<file path="src/rtl/scl_div_pkg.sv">
package scl_div_pkg;
  localparam int unsigned DIV_A_W    = 2;
  localparam int unsigned DIV_B_W    = 6;
  localparam int unsigned BIT_UNITS  = 22;
  localparam int unsigned UNIT_W     = $clog2(BIT_UNITS);
  localparam int unsigned HALF_UNITS = BIT_UNITS / 2;
  localparam int unsigned Q1_UNITS   = (HALF_UNITS + 1) / 2;
  localparam int unsigned Q3_UNITS   = HALF_UNITS + Q1_UNITS;

  typedef enum logic [1:0] {
    PH_LOW_A  = 2'd0,
    PH_LOW_B  = 2'd1,
    PH_HIGH_A = 2'd2,
    PH_HIGH_B = 2'd3
  } phase_e;
endpackage

</file>
<file path="src/rtl/scl_div_stage.sv">
module scl_div_stage #(
  parameter int unsigned W = 4
) (
  input  logic         clk_i,
  input  logic         rst_ni,
  input  logic         clr_i,
  input  logic         step_i,
  input  logic [W-1:0] limit_i,
  output logic [W-1:0] cnt_o,
  output logic         wrap_o
);
  logic [W-1:0] cnt_q;

  assign wrap_o = step_i && (cnt_q == limit_i);
  assign cnt_o  = cnt_q;

  always_ff @(posedge clk_i or negedge rst_ni) begin
    if (!rst_ni)     cnt_q <= '0;
    else if (clr_i)  cnt_q <= '0;
    else if (step_i) cnt_q <= wrap_o ? '0 : cnt_q + 1'b1;
  end

  // the count never passes the divisor in force
  p_cnt_bound_r2: assert property (@(posedge clk_i) disable iff (!rst_ni)
    cnt_q <= limit_i);

  // a wrap restarts the count at zero
  p_wrap_restart_r2: assert property (@(posedge clk_i) disable iff (!rst_ni)
    wrap_o |=> (cnt_q == '0));
endmodule

</file>
<file path="src/rtl/scl_phase_seq.sv">
module scl_phase_seq
  import scl_div_pkg::*;
#(
  parameter int unsigned UNITS = BIT_UNITS,
  parameter int unsigned UW    = $clog2(UNITS)
) (
  input  logic       clk_i,
  input  logic       rst_ni,
  input  logic       clr_i,
  input  logic       en_i,
  input  logic       start_i,
  input  logic       run_i,
  input  logic       unit_i,
  output logic [1:0] phase_o,
  output logic       scl_o,
  output logic       tick_o,
  output logic       last_o
);
  localparam int unsigned HALF = UNITS / 2;
  localparam int unsigned Q1   = (HALF + 1) / 2;
  localparam int unsigned Q3   = HALF + Q1;
  localparam logic [UW-1:0] LIM_C  = UW'(UNITS - 1);
  localparam logic [UW-1:0] Q1_C   = UW'(Q1);
  localparam logic [UW-1:0] HALF_C = UW'(HALF);
  localparam logic [UW-1:0] Q3_C   = UW'(Q3);

  logic [UW-1:0] cnt;
  logic          wrap;
  logic          boundary;
  logic          tick_q;
  phase_e        phase;

  scl_div_stage #(.W(UW)) u_unit_cnt (
    .clk_i  (clk_i),
    .rst_ni (rst_ni),
    .clr_i  (clr_i),
    .step_i (unit_i),
    .limit_i(LIM_C),
    .cnt_o  (cnt),
    .wrap_o (wrap)
  );

  always_comb begin
    if (cnt < Q1_C)        phase = PH_LOW_A;
    else if (cnt < HALF_C) phase = PH_LOW_B;
    else if (cnt < Q3_C)   phase = PH_HIGH_A;
    else                   phase = PH_HIGH_B;
  end

  // last unit of a phase: the next unit enters a new one
  assign boundary = (cnt == Q1_C - 1'b1) || (cnt == HALF_C - 1'b1) ||
                    (cnt == Q3_C - 1'b1) || wrap;

  always_ff @(posedge clk_i or negedge rst_ni) begin
    if (!rst_ni) tick_q <= 1'b0;
    else         tick_q <= en_i && (start_i || (unit_i && boundary));
  end

  assign phase_o = phase;
  assign scl_o   = !run_i || (cnt >= HALF_C);
  assign tick_o  = tick_q;
  assign last_o  = wrap;

  // ticks are single-cycle
  p_tick_single_r4: assert property (@(posedge clk_i) disable iff (!rst_ni)
    tick_o |=> !tick_o);

  // every phase change while running is marked by a tick
  p_phase_tick_r4: assert property (@(posedge clk_i) disable iff (!rst_ni)
    (run_i && $past(run_i) && (phase_o != $past(phase_o))) |-> tick_o);

  // reference low in the first half, high in the second
  p_scl_half_r5: assert property (@(posedge clk_i) disable iff (!rst_ni)
    run_i |-> (scl_o == phase_o[1]));
endmodule

</file>
<file path="src/rtl/scl_tick_gen.sv">
module scl_tick_gen
  import scl_div_pkg::*;
#(
  parameter int unsigned A_W   = DIV_A_W,
  parameter int unsigned B_W   = DIV_B_W,
  parameter int unsigned UNITS = BIT_UNITS
) (
  input  logic           clk_i,
  input  logic           rst_ni,
  input  logic           en_i,
  input  logic [A_W-1:0] div_a_i,
  input  logic [B_W-1:0] div_b_i,
  output logic           phase_tick_o,
  output logic [1:0]     phase_o,
  output logic           scl_ref_o
);
  localparam int unsigned UW = $clog2(UNITS);

  logic           run_q;
  logic [A_W-1:0] a_q;
  logic [B_W-1:0] b_q;
  logic           clr;
  logic           active;
  logic           load;
  logic           a_wrap;
  logic           unit;
  logic           period_last;
  logic [A_W-1:0] a_cnt;
  logic [B_W-1:0] b_cnt;

  assign clr    = !en_i || !run_q;
  assign active = en_i && run_q;
  assign load   = !run_q || period_last;

  always_ff @(posedge clk_i or negedge rst_ni) begin
    if (!rst_ni) begin
      run_q <= 1'b0;
      a_q   <= '0;
      b_q   <= '0;
    end else begin
      run_q <= en_i;
      if (load) begin
        a_q <= div_a_i;
        b_q <= div_b_i;
      end
    end
  end

  scl_div_stage #(.W(A_W)) u_stage_a (
    .clk_i  (clk_i),
    .rst_ni (rst_ni),
    .clr_i  (clr),
    .step_i (active),
    .limit_i(a_q),
    .cnt_o  (a_cnt),
    .wrap_o (a_wrap)
  );

  scl_div_stage #(.W(B_W)) u_stage_b (
    .clk_i  (clk_i),
    .rst_ni (rst_ni),
    .clr_i  (clr),
    .step_i (a_wrap),
    .limit_i(b_q),
    .cnt_o  (b_cnt),
    .wrap_o (unit)
  );

  scl_phase_seq #(.UNITS(UNITS), .UW(UW)) u_phase (
    .clk_i  (clk_i),
    .rst_ni (rst_ni),
    .clr_i  (clr),
    .en_i   (en_i),
    .start_i(!run_q),
    .run_i  (run_q),
    .unit_i (unit),
    .phase_o(phase_o),
    .scl_o  (scl_ref_o),
    .tick_o (phase_tick_o),
    .last_o (period_last)
  );

  // low enable idles every output at the next edge
  p_idle_r1: assert property (@(posedge clk_i) disable iff (!rst_ni)
    !en_i |=> (!phase_tick_o && scl_ref_o && (phase_o == 2'd0)));

  // first enabled edge opens phase 0 with a tick
  p_start_r3: assert property (@(posedge clk_i) disable iff (!rst_ni)
    (en_i && !run_q) |=> (phase_tick_o && (phase_o == 2'd0) && !scl_ref_o));

  // divisors held inside a running period
  p_div_hold_r6: assert property (@(posedge clk_i) disable iff (!rst_ni)
    (run_q && !period_last) |=> ($stable(a_q) && $stable(b_q)));

  // a period wrap restarts both prescale stages together
  p_wrap_aligned_r6: assert property (@(posedge clk_i) disable iff (!rst_ni)
    period_last |=> ((a_cnt == '0) && (b_cnt == '0)));
endmodule

</file>
<file path="config.mk">
export PLATFORM = sky130hd
export DESIGN_NAME = scl_tick_gen
export DESIGN_NICKNAME = d
export VERILOG_FILES = /design/src/rtl/scl_div_pkg.sv /design/src/rtl/scl_div_stage.sv /design/src/rtl/scl_phase_seq.sv /design/src/rtl/scl_tick_gen.sv
export SDC_FILE = /design/constraint.sdc
export NUM_CORES = 1
export LEC_CHECK = 0
export BUFFER_PORTS_ARGS = -buffer_cell sky130_fd_sc_hd__buf_2
export CAP_MARGIN = 25
export CORE_ASPECT_RATIO = 1.2
export CORE_MARGIN = 2
export CORE_UTILIZATION = 25
export CTS_BUF_LIST = sky130_fd_sc_hd__clkbuf_8
export DETAILED_ROUTE_END_ITERATION = 6
export PLACE_DENSITY = 0.5
export SYNTH_ARGS = -nofsm -noshare
export SYNTH_HDL_FRONTEND = slang
export SYNTH_SLANG_ARGS = --single-unit
</file>
<file path="constraint.sdc">
create_clock -name clk_i -period 1.9 [get_ports clk_i]
set_clock_uncertainty 0.15 [all_clocks]
set_input_delay 0.285 -clock clk_i [delete_from_list [all_inputs] [get_ports clk_i]]
set_output_delay 0.285 -clock clk_i [all_outputs]
set_load 0.05 [all_outputs]
</file>
==> run metrics <==
number of synthesized flops with an enable pin=0; most common cell after layout, fill and taps aside=buf_4; Max Cap Viol=0; TNS Setup=-1.31 ns; vias in the first global route=around 1100; VDD IR max=roughly 0.26 mV; die area=between 5000 and 6000 µm²; crit path DAT=roughly 1.6 ns; DRC viols=0; GRT overflow=0; Seq/Total Area, Yosys=0.430; CTS sink cnt=23; Mapped Nets=144; final setup vio count=10; gate count of the mapped netlist=about 130; failing checks=negative setup slack; CP endpoint kind=output port; worst path required time=roughly 1.5 ns; Syn Area/Cell=around 10 µm²; Synth-to-Final Area Change=37.5%; fmax=between 400 and 500 MHz; Vias=1131; remaining antenna violation count=0; Slew Limit Fails=0; CTS buffer count=3; Top FF cell, synth=dfrtp_1; post-DR wirelength/cell=around 14 µm; fin crit period=between 2 and 2.5 ns; fin crit share=1.09; first-pass GRT wire length=5260 µm; Final nets=189; total track usage=0.112; #FFs+latches synth=23; Ports=15; Ys Warns=0; pre-CTS setup slack=-0.177 ns; Mapped Area=1340 µm²; RePlAce Congestion=between 0.8 and 0.9; Port Buffers=14; initial DRC count=38; register share of total power=0.514; worst rel slew slack=0.655; commonest cells after routing, fill and taps aside=buf_4 (27), dfrtp_1 (23), buf_2 (12); CTS H-Tree Depth=1; worst-skew pair later-pin latency=~0.27 ns; final WL=around 3200 µm; Die Width=70.8 µm; CTS tree=done; Max clock buf depth=2; count of final hold-check violations=0; share of cells above drive strength 1=0.424; vias per inst=about 4.8; Gate power share=0.192; Leakage Power=~0.00079 µW; switching power total=between 200 and 300 µW; pwr/cell area=between 500 and 600 nW/µm²; outcome=complete, but fails checks; worst-margin pin slew=~0.52 ns; Int Pwr=roughly 750 µW; Rows=29; final cell count without fillers=approximately 230; # fillers=around 550; Reg clk slew, reported paths=approximately 0.080 ns; die extent in y=about 84 µm; power share of the clock group=0.294; multi-input logic area=792 µm²; post-route setup slack=-0.176 ns; Inst Count DP=227; pin count of the biggest net entering global routing=24; area of the core=5230 µm²; RSZ-0062 raised after global routing=true; Final Total Pwr=1040 µW; register area=roughly 580 µm²; Yosys cell types=40; ant diodes=0; CP Max Fanout=2; Final HPWL DP=2450 µm; Tightest Hold Check Type=in2reg; Sw Share=0.273; root buf cell=clkbuf_8; initial antenna violation count=0; CP Launch Type=flip-flop; final hold slack=about 0.036 ns; CP Class=reg2out; Initial Util=0.256; Post-synth ARST share=1.00; TritonRoute pass-1 iters=4
==> critical path: stages (launching register included) <==
cell and delay, ns:
dfrtp_1 0.39, buf_6 0.12, and2_4 0.15, o21ai_4 0.16
nand2b_2 0.07, a311o_2 0.33, buf_8 0.16
==> Yosys cell counts (2+ instances only) <==
library cell	instances	area [µm²]
a21oi_1	7	35.0
and2_1	3	18.8
and4_1	3	26.3
clkbuf_1	5	18.8
dfrtp_1	23	576
ha_1	5	62.6
inv_1	4	15.0
mux2_2	8	90.1
nand2_1	8	30.0
nand3_1	3	15.0
nand4_1	3	18.8
nor2_1	4	15.0
nor3_1	7	35.0
nor4_1	2	12.5
o211ai_1	2	15.0
o21ai_0	3	15.0
or3_1	2	12.5
xnor2_1	11	96.3
xor2_1	4	35.0
==> timing repair <==
action,in CTS,in global routing
endpoints found under the setup margin,11,12
hold endpoints to repair,23,0
resized for setup,12,8
setup buffers,1,1
pin swaps,3,2
hold buffers,1,0
==> state kept, by name, summed over array words and instances, names as in the netlist <==
name,count
a_q,2
b_q,6
run_q,1
u_phase.tick_o,1
u_phase.u_unit_cnt.cnt_o,5
u_stage_a.cnt_o,2
u_stage_b.cnt_o,6
==> kinds of logic after synthesis <==
family / after synthesis / synth area share
AOI/OAI and AO/OA: 21 / 0.116
xor gates and xnor gates: 15 / 0.0982
adders and majority gates: 5 / 0.0468
buffers and inverters: 9 / 0.0253
DFF: 23 / 0.430
muxes: 9 / 0.0748
and+or+nand+nor: 46 / 0.209
==> power groups by stage <==
stage	clock, µW	combinational [µW]	sequential [µW]
floorplan	0	101	545
global placement	0	186	541
detailed placement	0	191	542
CTS	317	196	532
global route	341	217	539
finish	305	199	534
==> stage by stage <==
| stage | utilization | cell area [µm²] |
|---|---|---|
| finish | 0.352 | 1840 |
| detailed placement | 0.322 | 1680 |
| global placement | 0.322 | 1680 |
| CTS | 0.342 | 1790 |
| global route | 0.352 | 1840 |
| floorplan | - | 1340 |
==> final timing paths <==
| kind | cells past startpoint | endpoint | start | slack [ns] |
|---|---|---|---|---|
| worst min-delay path | 1 | run_q$_DFF_PN0_ | en_i | 0.04 |
| worst max register to register | 7 | b_q[5]$_DFFE_PN0P_ | u_phase.u_unit_cnt.cnt_o[1]$_DFFE_PN0P_ | -0.13 |
| max in group asynchronous | 2 | u_phase.u_unit_cnt.cnt_o[0]$_DFFE_PN0P_ | rst_ni | 0.88 |
| worst min register to register | 1 | b_q[0]$_DFFE_PN0P_ | b_q[0]$_DFFE_PN0P_ | 0.39 |
| min in group asynchronous | 2 | u_phase.tick_o$_DFF_PN0_ | rst_ni | 0.36 |
| worst max-delay path | 6 | scl_ref_o | u_phase.u_unit_cnt.cnt_o[1]$_DFFE_PN0P_ | -0.18 |
==> layer usage <==
metal / share of wire / GRT usage
met5: 0 / 0
met4: 0.027 / 0.0549
met3: 0.032 / 0.0193
met2: 0.52 / 0.189
met1: 0.42 / 0.136
==> cell type report <==
cell class                 instances  area share
clock buffer                       3      0.0224
clock inverter                     1     0.00272
inverter                           4     0.00816
multi-input combinational         96       0.431
sequential                        23       0.313
tap                               62      0.0422
timing repair buffer              45       0.181
Power figures use the tool's default switching activity.
